[src/rtl/thr_pkg.sv]
package thr_pkg;
  localparam int GPU_W = 2;

  typedef enum logic [GPU_W-1:0] {
    GPU_NONE = 2'd0,
    GPU_LOW  = 2'd1,
    GPU_MED  = 2'd2,
    GPU_HIGH = 2'd3
  } gpu_lvl_e;
endpackage

[src/rtl/thr_elig.sv]
module thr_elig #(
  parameter int NUM_VEC = 4,
  parameter int PRIO_W  = 7
) (
  input  logic [NUM_VEC-1:0]        req,
  input  logic [NUM_VEC*PRIO_W-1:0] cfg_prio,
  output logic [NUM_VEC-1:0]        elig
);
  // A vector competes only when it requests and its priority is nonzero
  for (genvar gi = 0; gi < NUM_VEC; gi++) begin : g_vec
    assign elig[gi] = req[gi] && (cfg_prio[gi*PRIO_W +: PRIO_W] != '0);
  end
endmodule

[src/rtl/thr_select.sv]
module thr_select
  import thr_pkg::*;
#(
  parameter int NUM_VEC = 4,
  parameter int PRIO_W  = 7,
  parameter int PCT_W   = 7,
  localparam int IDX_W  = (NUM_VEC > 1) ? $clog2(NUM_VEC) : 1
) (
  input  logic                      clk,
  input  logic                      rst_n,
  input  logic [NUM_VEC-1:0]        elig,
  input  logic [NUM_VEC*PRIO_W-1:0] cfg_prio,
  input  logic [NUM_VEC*PCT_W-1:0]  cfg_cpu_pct,
  input  logic [NUM_VEC*GPU_W-1:0]  cfg_gpu_lvl,
  output logic                      sel_valid,
  output logic [IDX_W-1:0]          sel_idx,
  output logic [PCT_W-1:0]          sel_cpu,
  output gpu_lvl_e                  sel_gpu
);
  // Linear chain: stage k holds the best among vectors 0..k-1
  logic              ch_v [NUM_VEC+1];
  logic [PRIO_W-1:0] ch_p [NUM_VEC+1];
  logic [IDX_W-1:0]  ch_i [NUM_VEC+1];
  logic [PCT_W-1:0]  ch_c [NUM_VEC+1];
  gpu_lvl_e          ch_g [NUM_VEC+1];

  assign ch_v[0] = 1'b0;
  assign ch_p[0] = '0;
  assign ch_i[0] = '0;
  assign ch_c[0] = '0;
  assign ch_g[0] = GPU_NONE;

  for (genvar gi = 0; gi < NUM_VEC; gi++) begin : g_stage
    logic [PRIO_W-1:0] p_here;
    logic              take;
    assign p_here = cfg_prio[gi*PRIO_W +: PRIO_W];
    // Strict compare keeps the earlier (lower) index on a tie
    assign take = elig[gi] && (!ch_v[gi] || (p_here > ch_p[gi]));
    assign ch_v[gi+1] = ch_v[gi] | take;
    assign ch_p[gi+1] = take ? p_here : ch_p[gi];
    assign ch_i[gi+1] = take ? IDX_W'(gi) : ch_i[gi];
    assign ch_c[gi+1] = take ? cfg_cpu_pct[gi*PCT_W +: PCT_W] : ch_c[gi];
    assign ch_g[gi+1] = take ? gpu_lvl_e'(cfg_gpu_lvl[gi*GPU_W +: GPU_W]) : ch_g[gi];

    // No requesting vector outranks the selection
    p_no_better_r2: assert property (@(posedge clk) disable iff (!rst_n)
      elig[gi] |-> (sel_valid && (p_here <= ch_p[NUM_VEC])));
    // Equal priority resolves to the lower index
    p_tie_low_r3: assert property (@(posedge clk) disable iff (!rst_n)
      (elig[gi] && (p_here == ch_p[NUM_VEC])) |-> (sel_idx <= IDX_W'(gi)));
  end

  assign sel_valid = ch_v[NUM_VEC];
  assign sel_idx   = ch_i[NUM_VEC];
  assign sel_cpu   = ch_c[NUM_VEC];
  assign sel_gpu   = ch_g[NUM_VEC];

  // The selected vector is one that competes
  p_sel_eligible_r1: assert property (@(posedge clk) disable iff (!rst_n)
    sel_valid |-> elig[sel_idx]);
  // A disabled priority is never selected
  p_sel_nonzero_r4: assert property (@(posedge clk) disable iff (!rst_n)
    sel_valid |-> (cfg_prio[sel_idx*PRIO_W +: PRIO_W] != '0));
endmodule

[src/rtl/thr_outreg.sv]
module thr_outreg
  import thr_pkg::*;
#(
  parameter int PCT_W = 7,
  parameter int IDX_W = 2
) (
  input  logic             clk,
  input  logic             rst_n,
  input  logic             d_valid,
  input  logic [IDX_W-1:0] d_idx,
  input  logic [PCT_W-1:0] d_cpu,
  input  gpu_lvl_e         d_gpu,
  output logic             q_valid,
  output logic [IDX_W-1:0] q_idx,
  output logic [PCT_W-1:0] q_cpu,
  output gpu_lvl_e         q_gpu
);
  always_ff @(posedge clk or negedge rst_n) begin
    if (!rst_n) begin
      q_valid <= 1'b0;
      q_idx   <= '0;
      q_cpu   <= '0;
      q_gpu   <= GPU_NONE;
    end else begin
      q_valid <= d_valid;
      q_idx   <= d_idx;
      q_cpu   <= d_cpu;
      q_gpu   <= d_gpu;
    end
  end
endmodule

[src/rtl/thr_arbiter.sv]
module thr_arbiter
  import thr_pkg::*;
#(
  parameter int NUM_VEC = 4,
  parameter int PRIO_W  = 7,
  parameter int PCT_W   = 7,
  localparam int IDX_W  = (NUM_VEC > 1) ? $clog2(NUM_VEC) : 1
) (
  input  logic                      clk,
  input  logic                      rst_n,
  input  logic [NUM_VEC-1:0]        req,
  input  logic [NUM_VEC*PRIO_W-1:0] cfg_prio,
  input  logic [NUM_VEC*PCT_W-1:0]  cfg_cpu_pct,
  input  logic [NUM_VEC*2-1:0]      cfg_gpu_lvl,
  output logic [PCT_W-1:0]          cpu_pct,
  output logic [1:0]                gpu_lvl,
  output logic [IDX_W-1:0]          win_idx,
  output logic                      win_valid
);
  logic [NUM_VEC-1:0] elig_w;
  logic               sel_valid_w;
  logic [IDX_W-1:0]   sel_idx_w;
  logic [PCT_W-1:0]   sel_cpu_w;
  gpu_lvl_e           sel_gpu_w;
  gpu_lvl_e           gpu_q;

  thr_elig #(.NUM_VEC(NUM_VEC), .PRIO_W(PRIO_W)) u_elig (
    .req      (req),
    .cfg_prio (cfg_prio),
    .elig     (elig_w)
  );

  thr_select #(.NUM_VEC(NUM_VEC), .PRIO_W(PRIO_W), .PCT_W(PCT_W)) u_sel (
    .clk         (clk),
    .rst_n       (rst_n),
    .elig        (elig_w),
    .cfg_prio    (cfg_prio),
    .cfg_cpu_pct (cfg_cpu_pct),
    .cfg_gpu_lvl (cfg_gpu_lvl),
    .sel_valid   (sel_valid_w),
    .sel_idx     (sel_idx_w),
    .sel_cpu     (sel_cpu_w),
    .sel_gpu     (sel_gpu_w)
  );

  thr_outreg #(.PCT_W(PCT_W), .IDX_W(IDX_W)) u_oreg (
    .clk     (clk),
    .rst_n   (rst_n),
    .d_valid (sel_valid_w),
    .d_idx   (sel_idx_w),
    .d_cpu   (sel_cpu_w),
    .d_gpu   (sel_gpu_w),
    .q_valid (win_valid),
    .q_idx   (win_idx),
    .q_cpu   (cpu_pct),
    .q_gpu   (gpu_q)
  );

  assign gpu_lvl = gpu_q;

  // Idle outputs are all zero
  p_idle_zero_r7: assert property (@(posedge clk) disable iff (!rst_n)
    !win_valid |-> (cpu_pct == '0 && gpu_lvl == 2'd0 && win_idx == '0));
  // Valid follows eligibility one edge later
  p_valid_late_r8: assert property (@(posedge clk) disable iff (!rst_n)
    (|elig_w) |=> win_valid);
  p_idle_late_r8: assert property (@(posedge clk) disable iff (!rst_n)
    !(|elig_w) |=> !win_valid);
  // The winner requested on the previous cycle
  p_win_requested_r1: assert property (@(posedge clk) disable iff (!rst_n)
    win_valid |-> ((($past(req) >> win_idx) & NUM_VEC'(1)) != '0));
endmodule

[config.mk]
export PLATFORM = sky130hd
export DESIGN_NAME = thr_arbiter
export DESIGN_NICKNAME = d
export VERILOG_FILES = /design/src/rtl/thr_pkg.sv /design/src/rtl/thr_elig.sv /design/src/rtl/thr_select.sv /design/src/rtl/thr_outreg.sv /design/src/rtl/thr_arbiter.sv
export SDC_FILE = /design/constraint.sdc
export NUM_CORES = 1
export LEC_CHECK = 0
export CORE_MARGIN = 5
export CORE_UTILIZATION = 30
export DETAILED_ROUTE_END_ITERATION = 12
export SLEW_MARGIN = 20
export SYNTH_ARGS = -nofsm -noshare
export SYNTH_HDL_FRONTEND = slang
export SYNTH_HIERARCHICAL = 1
export SYNTH_SLANG_ARGS = --single-unit
export TNS_END_PERCENT = 50
[constraint.sdc]
create_clock -name clk -period 1 [get_ports clk]
set_clock_uncertainty 0.1 [all_clocks]
set_input_delay 0.1 -clock clk [delete_from_list [all_inputs] [get_ports clk]]
set_output_delay 0.1 -clock clk [all_outputs]
set_load 0.05 [all_outputs]
* After elaboration in Yosys (flattened, before gate mapping)
Index checks and enable logic that the tools add are counted.
** Word-level totals
- Register bits :: 12
- Latch bits :: 0
- Bits in writable memories :: 0
- ROM bits :: 0
- Bits of input ports :: 70
- Output and inout port bits :: 12
- Logic and storage cells :: 41
- Memories kept :: 0
** Operators by class
- Add/subtract/negate cells :: 0
- Multipliers :: 0
- Divide/modulo/power cells :: 0
- $lt $le $gt $ge :: 3
- Equality and inequality tests :: 0
- Shifts and indexed selects :: 0
- Muxes and demuxes :: 14
- Bitwise operators :: 3
- Reductions and logical operators :: 17
** Operators by type and width (count)
- $mux W7 :: 7
- $reduce_bool A7 Y1 :: 4
- $gt A7 B7 Y1 :: 3
- $mux W2 :: 6
- $logic_and A1 B1 Y1 :: 7
- $logic_not A1 Y1 :: 3
- $logic_or A1 B1 Y1 :: 3
- $or A1 B1 Y1 :: 3
- $mux W1 :: 1

* Longest topological paths before layout
- Word-level depth :: 15
- Depth in mapped cells :: 26
- Depth with buffers taken out :: 21

* Hierarchy
Netlist, hierarchy kept.
** By module, submodules not included
- thr_select :: instances 1, cells an instance 144, area an instance 1093.5 sq um, seq. area each 0.0 sq um
- thr_outreg :: instances 1, cells an instance 12, area an instance 300.3 sq um, seq. area each 300.3 sq um
- thr_elig :: instances 1, cells an instance 12, area an instance 100.1 sq um, seq. area each 0.0 sq um

* Worst setup path before layout
Ideal clock, no wire load.
- Kind :: input to register
- From :: input port cfg_prio[4]
- To :: register u_oreg.q_gpu[1]
- Library setup time :: 132 ps
- Arrival time :: 4296 ps
- Required time :: 768 ps
- Slack :: -3528 ps
- Cell stages on the path :: 26
- Buffers on the path :: 5
- Path through :: nor4_2 -> a21boi_1 -> buf_6 -> nand2_1 -> ha_1 -> a211oi_1 -> o211a_1 -> a21oi_1 -> buf_4 -> buf_4 -> nor2_1 -> a21oi_1 -> ha_1 -> nand4_1 -> or3_1 -> o311a_4 -> buf_6 -> a21o_1 -> o22ai_2 -> ha_1 -> a21oi_1 -> a21oi_1 -> o31a_1 -> clkbuf_2 -> nand2_1 -> o21ai_0
** On the way
- Cells in the longest elaborated chain, start to end :: 15
- Elaborated cells between the ends (all ways) :: 23
- Classes of those cells :: order compare (3); mux (7); bitwise (2); reduce/logical (11)
** Ends and longest elaborated chain
- from (decl) :: RTL line thr_arbiter.sv:12 : input logic [NUM_VEC*PRIO_W-1:0] cfg_prio,
- $reduce_bool A7 Y1 (*) :: RTL line thr_elig.sv:11 : assign elig[gi] = req[gi] && (cfg_prio[gi*PRIO_W +: PRIO_W] != '0);
- $logic_and A1 B1 Y1 (*) :: RTL line thr_elig.sv:11
- net elig_w[0] :: RTL line thr_arbiter.sv:20 : logic [NUM_VEC-1:0] elig_w;
- $mux W7 :: RTL line thr_select.sv:40 : assign ch_p[gi+1] = take ? p_here : ch_p[gi];
- $gt A7 B7 Y1 :: RTL line thr_select.sv:38 : assign take = elig[gi] && (!ch_v[gi] || (p_here > ch_p[gi]));
- $logic_or A1 B1 Y1 :: RTL line thr_select.sv:38
- $logic_and A1 B1 Y1 :: RTL line thr_select.sv:38
- $mux W7 / $or A1 B1 Y1 (equally long branches) :: RTL line thr_select.sv:40, thr_select.sv:39
- $gt A7 B7 Y1 / $logic_not A1 Y1 (equally long branches) :: RTL line thr_select.sv:38
- $logic_or A1 B1 Y1 :: RTL line thr_select.sv:38
- $logic_and A1 B1 Y1 :: RTL line thr_select.sv:38
- $mux W7 / $or A1 B1 Y1 (equally long branches) :: RTL line thr_select.sv:40, thr_select.sv:39
- $gt A7 B7 Y1 / $logic_not A1 Y1 (equally long branches) :: RTL line thr_select.sv:38
- $logic_or A1 B1 Y1 :: RTL line thr_select.sv:38
- $logic_and A1 B1 Y1 :: RTL line thr_select.sv:38
- $mux W2 (*) :: RTL line thr_select.sv:43 : assign ch_g[gi+1] = take ? gpu_lvl_e'(cfg_gpu_lvl[gi*GPU_W +: GPU_W]) : ch_g[gi];
- net sel_gpu_w[1] :: RTL line thr_arbiter.sv:24 : gpu_lvl_e sel_gpu_w;
- to (signal assigned) :: RTL line thr_outreg.sv:28 : q_gpu <= d_gpu;
- to (decl) :: RTL line thr_outreg.sv:16 : output gpu_lvl_e q_gpu
Mark *: on every way through the listed nets, which the timed path passes. The rest lies on a longest branch.

* Final worst setup path
- From :: input port cfg_prio[6]
- To :: register u_oreg.q_cpu[0]
** On the way
- Cells in the longest elaborated chain, start to end :: 15
- Elaborated cells between the ends (all ways) :: 23
- Classes of those cells :: order compare (3); mux (7); bitwise (2); reduce/logical (11)
** Ends and longest elaborated chain
- $reduce_bool A7 Y1 (*) :: RTL line thr_elig.sv:11
- $logic_and A1 B1 Y1 (*) :: RTL line thr_elig.sv:11
- net elig_w[0] :: RTL line thr_arbiter.sv:20
- $mux W7 :: RTL line thr_select.sv:40
- $gt A7 B7 Y1 :: RTL line thr_select.sv:38
- $logic_or A1 B1 Y1 :: RTL line thr_select.sv:38
- $logic_and A1 B1 Y1 :: RTL line thr_select.sv:38
- $mux W7 / $or A1 B1 Y1 (equally long branches) :: RTL line thr_select.sv:40, thr_select.sv:39
- $gt A7 B7 Y1 / $logic_not A1 Y1 (equally long branches) :: RTL line thr_select.sv:38
- $logic_or A1 B1 Y1 :: RTL line thr_select.sv:38
- $logic_and A1 B1 Y1 :: RTL line thr_select.sv:38
- $mux W7 / $or A1 B1 Y1 (equally long branches) :: RTL line thr_select.sv:40, thr_select.sv:39
- $gt A7 B7 Y1 / $logic_not A1 Y1 (equally long branches) :: RTL line thr_select.sv:38
- $logic_or A1 B1 Y1 :: RTL line thr_select.sv:38
- $logic_and A1 B1 Y1 :: RTL line thr_select.sv:38
- $mux W7 (*) :: RTL line thr_select.sv:42 : assign ch_c[gi+1] = take ? cfg_cpu_pct[gi*PCT_W +: PCT_W] : ch_c[gi];
- net sel_cpu_w[0] :: RTL line thr_arbiter.sv:23 : logic [PCT_W-1:0] sel_cpu_w;
- to (signal assigned) :: RTL line thr_outreg.sv:27 : q_cpu <= d_cpu;
- to (decl) :: RTL line thr_outreg.sv:15 : output logic [PCT_W-1:0] q_cpu,
Marks and branches as above.

==> results by group <==
Route
  • WL per Instance: 15.1 um
  • Drt pass-1 iters: 4
  • # DRC: 0
  • WL final: 5720 um
  • Vias: 1877
  • DR vias/cell: 4.94
  • First-iteration detailed-routing DRC count: 21
  • Antenna Violating Nets Remaining: 0

GRT
  • Global-route wire length before repair: 9070 um
  • Largest net degree at the start of global routing: 13
  • Grt ovf: 0
  • Vias in the first global route: 1961
  • Total track usage: 18.1%
  • Initial antenna violation count: 0

Synthesis
  • Asr flop ratio synth: 100%
  • Main flop type after synthesis: dfrtp_1
  • Number of enable flip-flop cells after synthesis: 0
  • Synth warnings: 6
  • Largest cells by area after synthesis: dfrtp_1 20%, ha_1 18%, o22ai_2 5.0%, nand2_1 4.5%, a21oi_1 4.0%
  • Top cell type's share of synthesized area: 20.1%
  • Area leader, netlist: dfrtp_1
  • Mapped Cells: 168
  • Netlist cell types: 36
  • Seq cells post-synth: 12
  • Avg Synthesized Cell Area: 8.89 um2
  • Mapped Nets: 259
  • Sequential cell area fraction in the yosys report: 20.1%
  • Netlist Area Pre-Place: 1490 um2

Pwr
  • Pleak: 1.41 nW
  • Power Total: 0.00355 W
  • Pwr dens: 1080 nW/um2
  • Maximum VDD drop: 0.000517 V

Final layout
  • Share of layout cells above drive strength 1: 49.8%
  • Ant diodes: 0
  • Core Util, Final: 68.5%
  • Multi-input logic area: 1360 um2
  • Fill cell count: 375
  • P&R area growth vs syn: 120%
  • Nets: 406
  • Register area: 300 um2

Min path
  • Hold Crit Class: input port to asynchronous set/reset pin

Timing
  • Hold Fails Final Rpt: 0
  • Final cycle utilization of the critical path: 430%
  • Max-slew violations: 0
  • Fmax: 233 MHz
  • Setup ws final: -3.30 ns
  • Worst slew pin tran: 0.441 ns
  • Final Setup Violations: 13
  • Min Tclk post-route: 4.30 ns
  • RSZ-0062 raised after global routing: yes
  • Slew HR: 70.6%

Clock network
  • CTS max path bufs: 2
  • Hold buffer count at cts: 0
  • CTS clock-pin slew for the worst setup and hold paths: 0.05 ns
  • Root Buffer: clkbuf_8
  • TritonCTS Sinks: 12
  • H-tree Lvls: 1
  • TritonCTS clock tree: built
  • Number of buffers created by CTS: 3

Die
  • Placeable Area: 4790 um2
  • Num ports: 82
  • Effective utilization at floorplan: 31.2%
  • # rows: 25
  • Die X-Extent: 80.6 um
  • Die Span Y: 80.6 um
  • Die footprint: 6490 um2

Status
  • Status: complete, but fails checks
  • Failing checks: negative setup slack

Critical path
  • Worst Setup Path Type: input port to flop
  • Crit path capture type: flop
  • Maximum fanout along the worst path: 9
  • CP Capture Point: u_oreg/q_cpu[0]
  • Worst path required time: 1.02 ns
  • Crit path DAT: 4.32 ns
  • CP Launch Type: input port
  • Critical Path Source: cfg_prio[6]

Place
  • Pre-CTS setup slack: -4.11 ns
  • Number of I/O port buffers: 81
  • Routability cong.: 0.818
  • Detail Placement HPWL: 4740 um

Flow run
  • Max-cap violations: 0
==> Yosys cell counts, types with 2 or more instances <==
cell      instances
nand4_1           4
nand3b_1          3
o22ai_2           6
a221oi_2          4
nor3_1            5
a211oi_1          3
a21boi_1          4
o21ai_0          12
a21o_1            7
nor2_1            9
o21ai_1           9
buf_4             3
a21oi_1          12
nand3_1           2
clkbuf_2          2
nand2_1          18
buf_6             3
ha_1             21
mux2_2            2
o31a_1            2
inv_1             4
a221oi_1          5
dfrtp_1          12
nor4_2            4
==> final cells by class <==
type                            count  share of cell area (%)
Timing Repair Buffer              151                    45.0
Multi-Input combinational cell    143                    41.6
Sequential cell                    12                    9.15
Tap cell                           67                    2.56
Clock buffer                        3                    1.26
Inverter                            4                   0.458
==> cell usage in the layout, fill, tap and decap left out, types with 5 or more instances in the layout <==
master           count
ha_1                16
a21o_1               7
buf_6                6
nand2_2              6
a21oi_2              7
o22ai_2              6
ha_4                 5
clkdlybuf4s50_1     60
o21ai_1             14
nand2_1             12
buf_4               64
dfrtp_1             12
buf_12              13
o21ai_2              8
nor2_4               5
a221oi_1             5
==> power breakdown <==
group	switching [W]	leakage, nW	internal, W	total [W]
clock	0.000176	0.0216	0.000265	0.000442
sequential	0.0000875	0.141	0.000592	0.000680
combinational	0.00113	1.25	0.00130	0.00243
total	0.00139	1.41	0.00216	0.00355
==> per-stage QoR <==
stage	std cells	area [um2]	TNS, ns	hold WS, ns
finish	380	3280	-36.72	0.0637
global route	380	3280	-39.37	0.0886
CTS	378	3190	-37.76	0.0608
detailed placement	362	2960	-45.77	0.314
global placement	362	2960	-43.97	0.318
floorplan	168	1630	-36.18	-0.296
==> worst max-delay path, stage by stage <==
cell and delay (ns):
buf_8 0.10, nor4_4 0.32, a21boi_4 0.15, and2_4 0.18
ha_4 0.14, nand3b_1 0.16, a21o_1 0.22, a21oi_4 0.18
buf_6 0.18, a21oi_2 0.07, ha_1 0.31, nand4_1 0.16
or3_4 0.45, o311a_4 0.16, buf_4 0.14, a21o_1 0.16
o22ai_2 0.08, ha_1 0.26, nand4_1 0.14, a21oi_2 0.06
o31a_1 0.33, buf_12 0.15, nand2_1 0.06, o21ai_1 0.05
==> state kept, by name (all words and copies together), names as in the netlist <==
signal,flops
u_oreg/q_idx,2
u_oreg/q_valid,1
u_oreg/q_gpu,2
u_oreg/q_cpu,7
==> how the worst min path moves through the flow <==
| stage | from | to | slack, ns | cells after the start |
|---|---|---|---|---|
| final | rst_n | u_oreg/q_idx[1] | 0.06 | 2 |
| after global routing | rst_n | u_oreg/q_valid | 0.09 | 2 |
| after CTS | rst_n | u_oreg/q_idx[1] | 0.06 | 2 |
| after detailed placement | rst_n | u_oreg/q_idx[1] | 0.31 | 2 |
| after global placement | rst_n | u_oreg/q_cpu[4] | 0.32 | 2 |
| after floorplan | rst_n | u_oreg/q_cpu[0] | -0.30 | 0 |
==> cell families (layout without fill, tap and decap cells) <==
logic type / count (synthesis) / count (layout) / share of synthesized area [%]
flops: 12 / 12 / 20.1
simple gates: 50 / 50 / 17.9
compound gates: 70 / 70 / 37.1
buf+inv: 13 / 158 / 5.78
fa+ha+maj: 21 / 21 / 17.6
mux: 2 / 2 / 1.51
==> metal layers <==
layer / track usage, % / vias up / routed length [um]
li1: - / 945 / -
met3: 3.48 / 11 / 551
met2: 31.4 / 78 / 2660
met4: 6.59 / 0 / 112
met5: 0 / - / 0
met1: 22.0 / 843 / 2400
==> timing repair <==
action | in CTS | in global routing
buffers inserted | 11 | 2
gates resized for setup | 67 | 17
pin swaps | 26 | 23
setup endpoints to repair | 17 | 23
gates cloned | 2 | 0
Note: power is estimated with default switching activity, not from simulation.
